<file path="src/rtl/ibr_pkg.sv">
package ibr_pkg;

    localparam int CMD_W     = 64;
    localparam int BYTE_W    = 8;
    localparam int VLD_BIT   = 63;
    localparam int RD_BIT    = 56;
    localparam int OP_LSB    = 57;
    localparam int OP_W      = 4;
    localparam int SEL_LSB   = 32;
    localparam int SEL_W     = 3;

    localparam logic [BYTE_W-1:0] DATA_RST = 8'h00;
    localparam logic [BYTE_W-1:0] CTL_RST  = 8'h00;
    localparam logic [BYTE_W-1:0] CLK_RST  = 8'h00;

    typedef enum logic [OP_W-1:0] {
        OPC_ADDR7     = 4'd0,
        OPC_ADDR7_IA  = 4'd1,
        OPC_ADDR10    = 4'd2,
        OPC_ADDR10_IA = 4'd3,
        OPC_CLKSETUP  = 4'd4,
        OPC_EXTENDED  = 4'd6
    } opcode_e;

    typedef enum logic [SEL_W-1:0] {
        RSEL_NONE  = 3'd0,
        RSEL_DATA  = 3'd1,
        RSEL_CTL   = 3'd2,
        RSEL_CLK   = 3'd3,
        RSEL_SRST  = 3'd7
    } regsel_e;

    typedef struct packed {
        logic              valid;
        logic              rd;
        logic [OP_W-1:0]   op;
        logic [SEL_W-1:0]  sel;
        logic [BYTE_W-1:0] wbyte;
    } cmd_fields_t;

    typedef struct packed {
        logic              we;
        logic              re;
        logic [SEL_W-1:0]  sel;
        logic [BYTE_W-1:0] wdata;
    } ireq_t;

    function automatic cmd_fields_t split_cmd(input logic [CMD_W-1:0] w);
        cmd_fields_t f;
        f.valid = w[VLD_BIT];
        f.rd    = w[RD_BIT];
        f.op    = w[OP_LSB +: OP_W];
        f.sel   = w[SEL_LSB +: SEL_W];
        f.wbyte = w[BYTE_W-1:0];
        return f;
    endfunction

endpackage

</file>
<file path="src/rtl/ibr_decode.sv">
module ibr_decode
    import ibr_pkg::*;
(
    input  logic [CMD_W-1:0] cmd_i,
    output cmd_fields_t      fields_o,
    output logic             is_ext_o
);

    always_comb begin
        fields_o = split_cmd(cmd_i);
        is_ext_o = (fields_o.op == OPC_EXTENDED);
    end

endmodule

</file>
<file path="src/rtl/ibr_seq.sv">
module ibr_seq
    import ibr_pkg::*;
#(
    parameter int LATENCY = 2
) (
    input  logic              clk,
    input  logic              rst,
    input  logic              host_we,
    input  logic [CMD_W-1:0]  host_wdata,
    input  logic [BYTE_W-1:0] rdata_i,
    output logic [CMD_W-1:0]  cmd_o,
    output ireq_t             req_o,
    output logic              busy_o,
    output logic              done_o
);

    localparam int CNT_W = (LATENCY < 2) ? 1 : $clog2(LATENCY + 1);
    localparam logic [CNT_W-1:0] LAST_CNT = CNT_W'(LATENCY - 1);

    logic [CMD_W-1:0] cmd_q;
    logic [CNT_W-1:0] cnt_q;
    cmd_fields_t      fld;
    logic             is_ext;
    logic             last;

    ibr_decode u_dec (
        .cmd_i    (cmd_q),
        .fields_o (fld),
        .is_ext_o (is_ext)
    );

    always_comb begin
        last        = fld.valid && (cnt_q == LAST_CNT);
        req_o.we    = last && is_ext && !fld.rd;
        req_o.re    = last && is_ext && fld.rd;
        req_o.sel   = fld.sel;
        req_o.wdata = fld.wbyte;
    end

    assign cmd_o  = cmd_q;
    assign busy_o = fld.valid;
    assign done_o = last;

    always_ff @(posedge clk) begin
        if (rst) begin
            cmd_q <= '0;
            cnt_q <= '0;
        end else if (fld.valid) begin
            if (last) begin
                cmd_q[VLD_BIT] <= 1'b0;
                cnt_q          <= '0;
                if (req_o.re) begin
                    cmd_q[BYTE_W-1:0] <= rdata_i;
                end
            end else begin
                cnt_q <= cnt_q + 1'b1;
            end
        end else if (host_we) begin
            cmd_q <= host_wdata;
            cnt_q <= '0;
        end
    end

    // Fields above the data byte may not move while an access owns the word.
    assert_busy_hold_R9: assert property (@(posedge clk) disable iff (rst)
        busy_o |=> $stable(cmd_q[VLD_BIT-1:BYTE_W]));

    assert_done_clears_R3: assert property (@(posedge clk) disable iff (rst)
        done_o |=> !busy_o);

    assert_plain_op_byte_R10: assert property (@(posedge clk) disable iff (rst)
        (done_o && !is_ext) |=> $stable(cmd_q[BYTE_W-1:0]));

endmodule

</file>
<file path="src/rtl/ibr_regbank.sv">
module ibr_regbank
    import ibr_pkg::*;
(
    input  logic              clk,
    input  logic              rst,
    input  ireq_t             req_i,
    input  logic [BYTE_W-1:0] stat_i,
    output logic [BYTE_W-1:0] rdata_o,
    output logic [BYTE_W-1:0] ctl_o,
    output logic [BYTE_W-1:0] clk_o
);

    logic [BYTE_W-1:0] data_q;
    logic [BYTE_W-1:0] ctl_q;
    logic [BYTE_W-1:0] clk_q;

    always_ff @(posedge clk) begin
        if (rst) begin
            data_q <= DATA_RST;
            ctl_q  <= CTL_RST;
            clk_q  <= CLK_RST;
        end else if (req_i.we) begin
            case (req_i.sel)
                RSEL_DATA: data_q <= req_i.wdata;
                RSEL_CTL:  ctl_q  <= req_i.wdata;
                RSEL_CLK:  clk_q  <= req_i.wdata;
                RSEL_SRST: begin
                    data_q <= DATA_RST;
                    ctl_q  <= CTL_RST;
                end
                default: ;
            endcase
        end
    end

    always_comb begin
        case (req_i.sel)
            RSEL_DATA: rdata_o = data_q;
            RSEL_CTL:  rdata_o = ctl_q;
            RSEL_CLK:  rdata_o = stat_i;
            default:   rdata_o = '0;
        endcase
    end

    assign ctl_o = ctl_q;
    assign clk_o = clk_q;

    assert_srst_clears_R7: assert property (@(posedge clk) disable iff (rst)
        (req_i.we && req_i.sel == RSEL_SRST) |=> (data_q == DATA_RST && ctl_q == CTL_RST));

    assert_srst_keeps_clk_R7: assert property (@(posedge clk) disable iff (rst)
        (req_i.we && req_i.sel == RSEL_SRST) |=> $stable(clk_q));

    assert_read_no_write_R8: assert property (@(posedge clk) disable iff (rst)
        (req_i.re && !req_i.we) |=> ($stable(data_q) && $stable(ctl_q) && $stable(clk_q)));

endmodule

</file>
<file path="src/rtl/ind_reg_bridge.sv">
module ind_reg_bridge
    import ibr_pkg::*;
#(
    parameter int LATENCY = 2
) (
    input  logic        clk,
    input  logic        rst,
    input  logic        host_we,
    input  logic [63:0] host_wdata,
    output logic [63:0] host_rdata,
    input  logic [7:0]  stat_in,
    output logic [7:0]  ctl_out,
    output logic [7:0]  clk_cfg_out
);

    ireq_t             ireq;
    logic [BYTE_W-1:0] irdata;
    logic              busy;
    logic              done;

    ibr_seq #(.LATENCY(LATENCY)) u_seq (
        .clk        (clk),
        .rst        (rst),
        .host_we    (host_we),
        .host_wdata (host_wdata),
        .rdata_i    (irdata),
        .cmd_o      (host_rdata),
        .req_o      (ireq),
        .busy_o     (busy),
        .done_o     (done)
    );

    ibr_regbank u_bank (
        .clk     (clk),
        .rst     (rst),
        .req_i   (ireq),
        .stat_i  (stat_in),
        .rdata_o (irdata),
        .ctl_o   (ctl_out),
        .clk_o   (clk_cfg_out)
    );

    // A host write that lands while busy must leave the polled flag set for the next cycle.
    assert_ignore_write_R9: assert property (@(posedge clk) disable iff (rst)
        (busy && !done && host_we) |=> host_rdata[VLD_BIT]);

endmodule

</file>
<file path="config.mk">
export PLATFORM = sky130hd
export DESIGN_NAME = ind_reg_bridge
export DESIGN_NICKNAME = d
export VERILOG_FILES = /design/src/rtl/ibr_pkg.sv /design/src/rtl/ibr_decode.sv /design/src/rtl/ibr_seq.sv /design/src/rtl/ibr_regbank.sv /design/src/rtl/ind_reg_bridge.sv
export SDC_FILE = /design/constraint.sdc
export NUM_CORES = 1
export LEC_CHECK = 0
export BUFFER_PORTS_ARGS = -buffer_cell sky130_fd_sc_hd__buf_2
export CORE_MARGIN = 2
export CORE_UTILIZATION = 48
export CTS_CLUSTER_DIAMETER = 80
export DETAILED_ROUTE_END_ITERATION = 8
export PLACE_DENSITY = 0.78
export SYNTH_ARGS = -nofsm -noshare
export SYNTH_HDL_FRONTEND = slang
export SYNTH_HIERARCHICAL = 1
export SYNTH_SLANG_ARGS = --single-unit
</file>
<file path="constraint.sdc">
create_clock -name clk -period 2 [get_ports clk]
set_input_delay 0.4 -clock clk [delete_from_list [all_inputs] [get_ports clk]]
set_output_delay 0.4 -clock clk [all_outputs]
set_load 0.01 [all_outputs]
</file>
==> metrics.md, run 1 <==
| Metric | Value |
|---|---|
| Clock sink count | 90 |
| Mapped Cells | 436 |
| Critical path startpoint category | flop |
| Status | finished clean |
| Die Area | 8400 um2 |
| Storage cell area | 1800 um2 |
| TritonCTS Buffers | 9 |
| Drt drc | 0 |
| CP required | 2280 ps |
| Layout cells sized above 1 | 32.9% |
| Max-slew headroom | 65.7% |
| Final setup violating endpoints | 0 |
| Initial DRC Count | 205 |
| TNS Setup | 0 ps |
| Count of pins over their slew limit | 0 |
| Mapped cell area | 3690 um2 |
| H-tree depth | 3 |
| Wirelength per Cell | 14.0 um |
| Max Clock Skew | 10.1 ps |
| Starting Density | 50.3% |
| Die W | 91.7 um |
| Fillers | 648 |
| Final antenna-violating net count | 0 |
| GP Congestion | 0.826 |
| Hold Buf Count CTS | 0 |
| Root Buffer | clkbuf_8 |
| Drt pass-1 iters | 5 |
| Max_cap viols | 0 |
| Final-report hold violation count | 0 |
| Worst slew pin tran | 514 ps |
| Site Rows | 31 |
| Worst-path maximum fanout | 8 |
| Mean area per synthesized cell | 8.46 um2 |
| PostCTS Resize Cnt | 0 |
| Min Tclk post-route | 1740 ps |
| Clock buffer depth | 2 |
| Initial antenna violation count | 0 |
| Multi-input logic area | 1600 um2 |
| ANT cells | 0 |
| Number of port buffers | 154 |
| WP data arrival | 2020 ps |
| Die Y | 91.7 um |
| TritonCTS clock tree | yes |
| F_max | 573 MHz |
| Crit end category | flop |
| Clk slew on worst S/H paths | 90 ps |
| Total track usage | 22.1% |
| Drt total wl | 9450 um |
| Clock Latency Late Sink | 350 ps |
| Critical path class | reg -> reg |
| Post-CTS Setup Repair Bufs | 0 |
| P per Cell Area | 758 nW/um2 |
| DP Wirelength | 6790 um |
| Via/cell ratio | 5.16 |
| Ys Warns | 6 |
| First-pass GRT wire length | 15000 um |
| Worst vdd ir | 0.543 mV |
| Via count | 3476 |
| RSZ-0062 raised after global routing | false |
| Nets | 644 |
| I/O pins | 155 |
| Grt total ovfl | 0 |
| Pleak | 2.09 nW |
| Post-synthesis net count | 511 |
| Core box area | 7330 um2 |
| Hold WS | 273 ps |
| Hold Path Class | in -> reg |
| Largest net degree at the start of global routing | 43 |
| Number of global-route vias before repair | 3243 |
| Area delta synth->final | 24.6% |
| Period utilization | 87.2% |
worst max-delay path: stages, from the launching register on:
cell      delay [ps]
dfxtp_1          330
and4bb_2         300
nor3b_1          270
buf_4            180
and4b_1          350
nand2_1          100
a21oi_1          140
registers in the layout, summed over array words and instances, names as in the netlist:
signal         count
u_seq/cmd_o       64
u_bank/data_q      8
u_seq/cnt_q        2
u_bank/ctl_o       8
u_bank/clk_o       8
through the flow:
step | power, mW | instance area, um2 | util (%) | instances | setup slack [ps]
after CTS | 3.52 | 4600 | 62.7 | 673 | 152
final | 3.49 | 4600 | 62.7 | 673 | 256
after global placement | 2.40 | 4420 | 60.2 | 657 | 226
after global routing | 3.66 | 4600 | 62.7 | 673 | 101
after detailed placement | 2.41 | 4420 | 60.2 | 657 | 170
after floorplan | 2.23 | 3690 | - | 436 | 285
power by group:
part           internal (mW)  switching, mW  total, mW
clock                  0.485          0.634       1.12
sequential              1.87         0.0541       1.92
combinational          0.191          0.252      0.443
layout by cell type, fill, tap and decap left out, types with 2 or more instances in the layout:
cell type     n
a21oi_1      72
a22oi_1       8
a32oi_1       8
buf_2       154
buf_4        12
clkbuf_8     10
clkinv_2      2
clkinv_4      2
clkinvlp_4    2
dfxtp_1      90
mux2_1        8
mux2i_1      17
nand2_1     136
nand2b_1     16
nor2_1       10
o211ai_1      8
xnor2_1       2
cell type report:
cell class                 instances  share of cell area, %
sequential                        90                   39.2
inverter                           2                  0.163
tap                               99                   2.69
multi-input combinational        299                   34.9
timing repair buffer             167                   19.2
clock inverter                     6                  0.925
clock buffer                      10                   2.99
path summary, 6_finish.rpt:
| kind | startpoint | end | slack, ps | cells after the start |
|---|---|---|---|---|
| setup / recovery | u_seq/cmd_o[57]$_SDFFE_PP0P_ | u_bank/clk_o[0]$_SDFFE_PP0P_ | 260 | 6 |
| hold / removal | host_wdata[24] | u_seq/cmd_o[24]$_SDFFE_PP0P_ | 270 | 3 |
| setup reg to reg | u_seq/cmd_o[57]$_SDFFE_PP0P_ | u_bank/clk_o[0]$_SDFFE_PP0P_ | 260 | 6 |
| hold reg to reg | u_seq/cnt_q[1]$_SDFFE_PP0P_ | u_seq/cnt_q[1]$_SDFFE_PP0P_ | 430 | 2 |
metal layers:
| metal | GRT usage [%] | wire length, um |
|---|---|---|
| met1 | 26.9 | 3760 |
| met2 | 37.1 | 4740 |
| met3 | 5.59 | 771 |
| met4 | 9.22 | 186 |
| met5 | 0 | 0 |
(Power assumes the default switching activity.)
==> inputs of run 2 (changes only) <==
CORE_ASPECT_RATIO = 2   (was not set)
CORE_MARGIN = 3   (was 2)
MAX_ROUTING_LAYER = met4   (was not set)
==> metrics.md, run 2 (synthesis gave the netlist of run 1 again) <==
| Metric | Value |
|---|---|
| Status | finished clean |
| Area delta synth->final | 28.3% |
| Min Tclk post-route | 1750 ps |
| Grt total ovfl | 0 |
| WP data arrival | 1950 ps |
| P per Cell Area | 861 nW/um2 |
| Count of pins over their slew limit | 0 |
| Drt pass-1 iters | 5 |
| Drt drc | 0 |
| Die W | 68.0 um |
| Worst-path maximum fanout | 13 |
| Worst Path Buf+Inv | 0 |
| Initial antenna violation count | 0 |
| Pleak | 2.14 nW |
| F_max | 573 MHz |
| Worst hold path depth | 3 |
| Number of port buffers | 154 |
| Max Clock Skew | 5.44 ps |
| Worst Min Path Start | host_wdata[13] |
| Final setup violating endpoints | 0 |
| First-pass GRT wire length | 15300 um |
| Worst slew pin tran | 606 ps |
| DP Wirelength | 7320 um |
| Worst reg2reg path depth | 5 |
| Critical Path Source | u_seq/cmd_o[33]$_SDFFE_PP0P_ |
| Clock buffer depth | 2 |
| Clk slew on worst S/H paths | 60 ps |
| Initial DRC Count | 228 |
| Reg-to-reg critical path startpoint | u_seq/cmd_o[33]$_SDFFE_PP0P_ |
| Layout cells sized above 1 | 32.8% |
| TNS Setup | 0 ps |
| Worst vdd ir | 0.732 mV |
| TritonCTS Buffers | 9 |
| Crit end category | flop |
| Hold Path Class | in -> reg |
| Number of global-route vias before repair | 3374 |
| Period utilization | 87.3% |
| Max_cap viols | 0 |
| Commonest cells after routing, fill and taps aside | buf_2, nand2_1, dfxtp_1, a21oi_1, mux2i_1 |
| TritonCTS clock tree | yes |
| CP Cell Sequence | mux2_1 > a22oi_1 > nor2_1 > a32oi_1 > a21oi_1 |
| Worst hold endpoint | u_seq/cmd_o[13]$_SDFFE_PP0P_ |
| Most common cell after layout, fill and taps aside | buf_2 |
| Drt total wl | 9940 um |
| I/O pins | 155 |
| Starting Density | 50.0% |
| Site Rows | 44 |
| Root Buffer | clkbuf_16 |
| Critical Path Max Stage Delay | 700 ps |
| Core box area | 7380 um2 |
| Nets | 643 |
| Wirelength per Cell | 15.0 um |
| Max FFs per register | 64 |
| CP required | 2200 ps |
| Total track usage | 23.4% |
| Final core occ | 64.2% |
| ANT cells | 0 |
| Via count | 3472 |
| Largest net degree at the start of global routing | 91 |
| Max-slew headroom | 59.5% |
| R2R setup slack | 250 ps |
| Clock Latency Late Sink | 330 ps |
| Critical path class | reg -> reg |
| Die Area | 8840 um2 |
| Via/cell ratio | 5.22 |
| CP delay by family, top | flip-flops |
| Clock sink count | 90 |
| R2R Path End | u_seq/cmd_o[4]$_SDFFE_PP0P_ |
| RSZ-0062 raised after global routing | false |
| Worst path slowest cell | dfxtp_1 |
| GP Congestion | 0.834 |
| Final antenna-violating net count | 0 |
| Critical path startpoint category | flop |
| H-tree depth | 3 |
| Die Y | 130 um |
| Post-CTS Setup Repair Bufs | 0 |
| Final-report hold violation count | 0 |
==> run 2: cell count changes in the layout (fill, tap and decap cells not counted), moves of 2 or more <==
cell	change
clkbuf_16	+9
clkbuf_8	-9
buf_4	-3
buf_12	+2
==> run 2: through the flow <==
| step | hold WS (ps) | area (um2) | worst slack (ps) | total power [mW] | std cells |
|---|---|---|---|---|---|
| 2_1_floorplan | 409 | 3690 | 285 | 2.23 | 436 |
| 3_3_place_gp | 424 | 4430 | 315 | 2.41 | 649 |
| 3_5_place_dp | 432 | 4430 | 227 | 2.42 | 649 |
| 4_1_cts | 287 | 4730 | 212 | 4.11 | 665 |
| 5_1_grt | 294 | 4740 | 96.2 | 4.23 | 665 |
| 6_report | 301 | 4740 | 254 | 4.08 | 665 |
==> run 2: worst max-delay path by stage <==
stage                                         to  slack (ps)  cells after the start
floorplan           u_bank/clk_o[0]$_SDFFE_PP0P_         280                      8
global placement     u_seq/cmd_o[4]$_SDFFE_PP0P_         310                      5
detailed placement  u_bank/clk_o[3]$_SDFFE_PP0P_         230                      5
CTS                 u_bank/clk_o[3]$_SDFFE_PP0P_         210                      5
global route         u_seq/cmd_o[4]$_SDFFE_PP0P_         100                      5
finish               u_seq/cmd_o[4]$_SDFFE_PP0P_         250                      5
==> run 2: final cells by class <==
type / instances / area, um2
fillers: 670 / 2640
clock inverters: 6 / 66.3
multi-input cells: 299 / 1610
flip-flops and latches: 90 / 1800
inverters: 2 / 7.51
well taps: 92 / 115
clock buffers: 10 / 239
repair buffers: 166 / 898
==> run 2: metal layers <==
metal | wire (um) | part of all wire [%] | up-vias | GRT usage [%]
li1 | - | - | 1709 | -
met1 | 3690 | 37 | 1608 | 23.6
met2 | 5410 | 54 | 127 | 41.5
met3 | 513 | 5.2 | 28 | 4.39
met4 | 331 | 3.3 | 0 | 11.6
met5 | 0 | 0 | - | -
==> run 2: repair_timing <==
action                     4_1_cts  5_1_grt
setup endpoints to repair        0        1
hold buffers                     0        0
resized for setup                0        1
==> run 2: power by group <==
group	leakage (nW)	switching, mW	internal (mW)	total (mW)
clock network	0.141	0.694	1.00	1.70
logic	1.27	0.251	0.198	0.449
registers	0.736	0.0608	1.87	1.93
==> run 2: worst min-delay path, cell delays in order <==
cell	delay (ps)
buf_2	90
nand2_1	40
a21oi_1	50
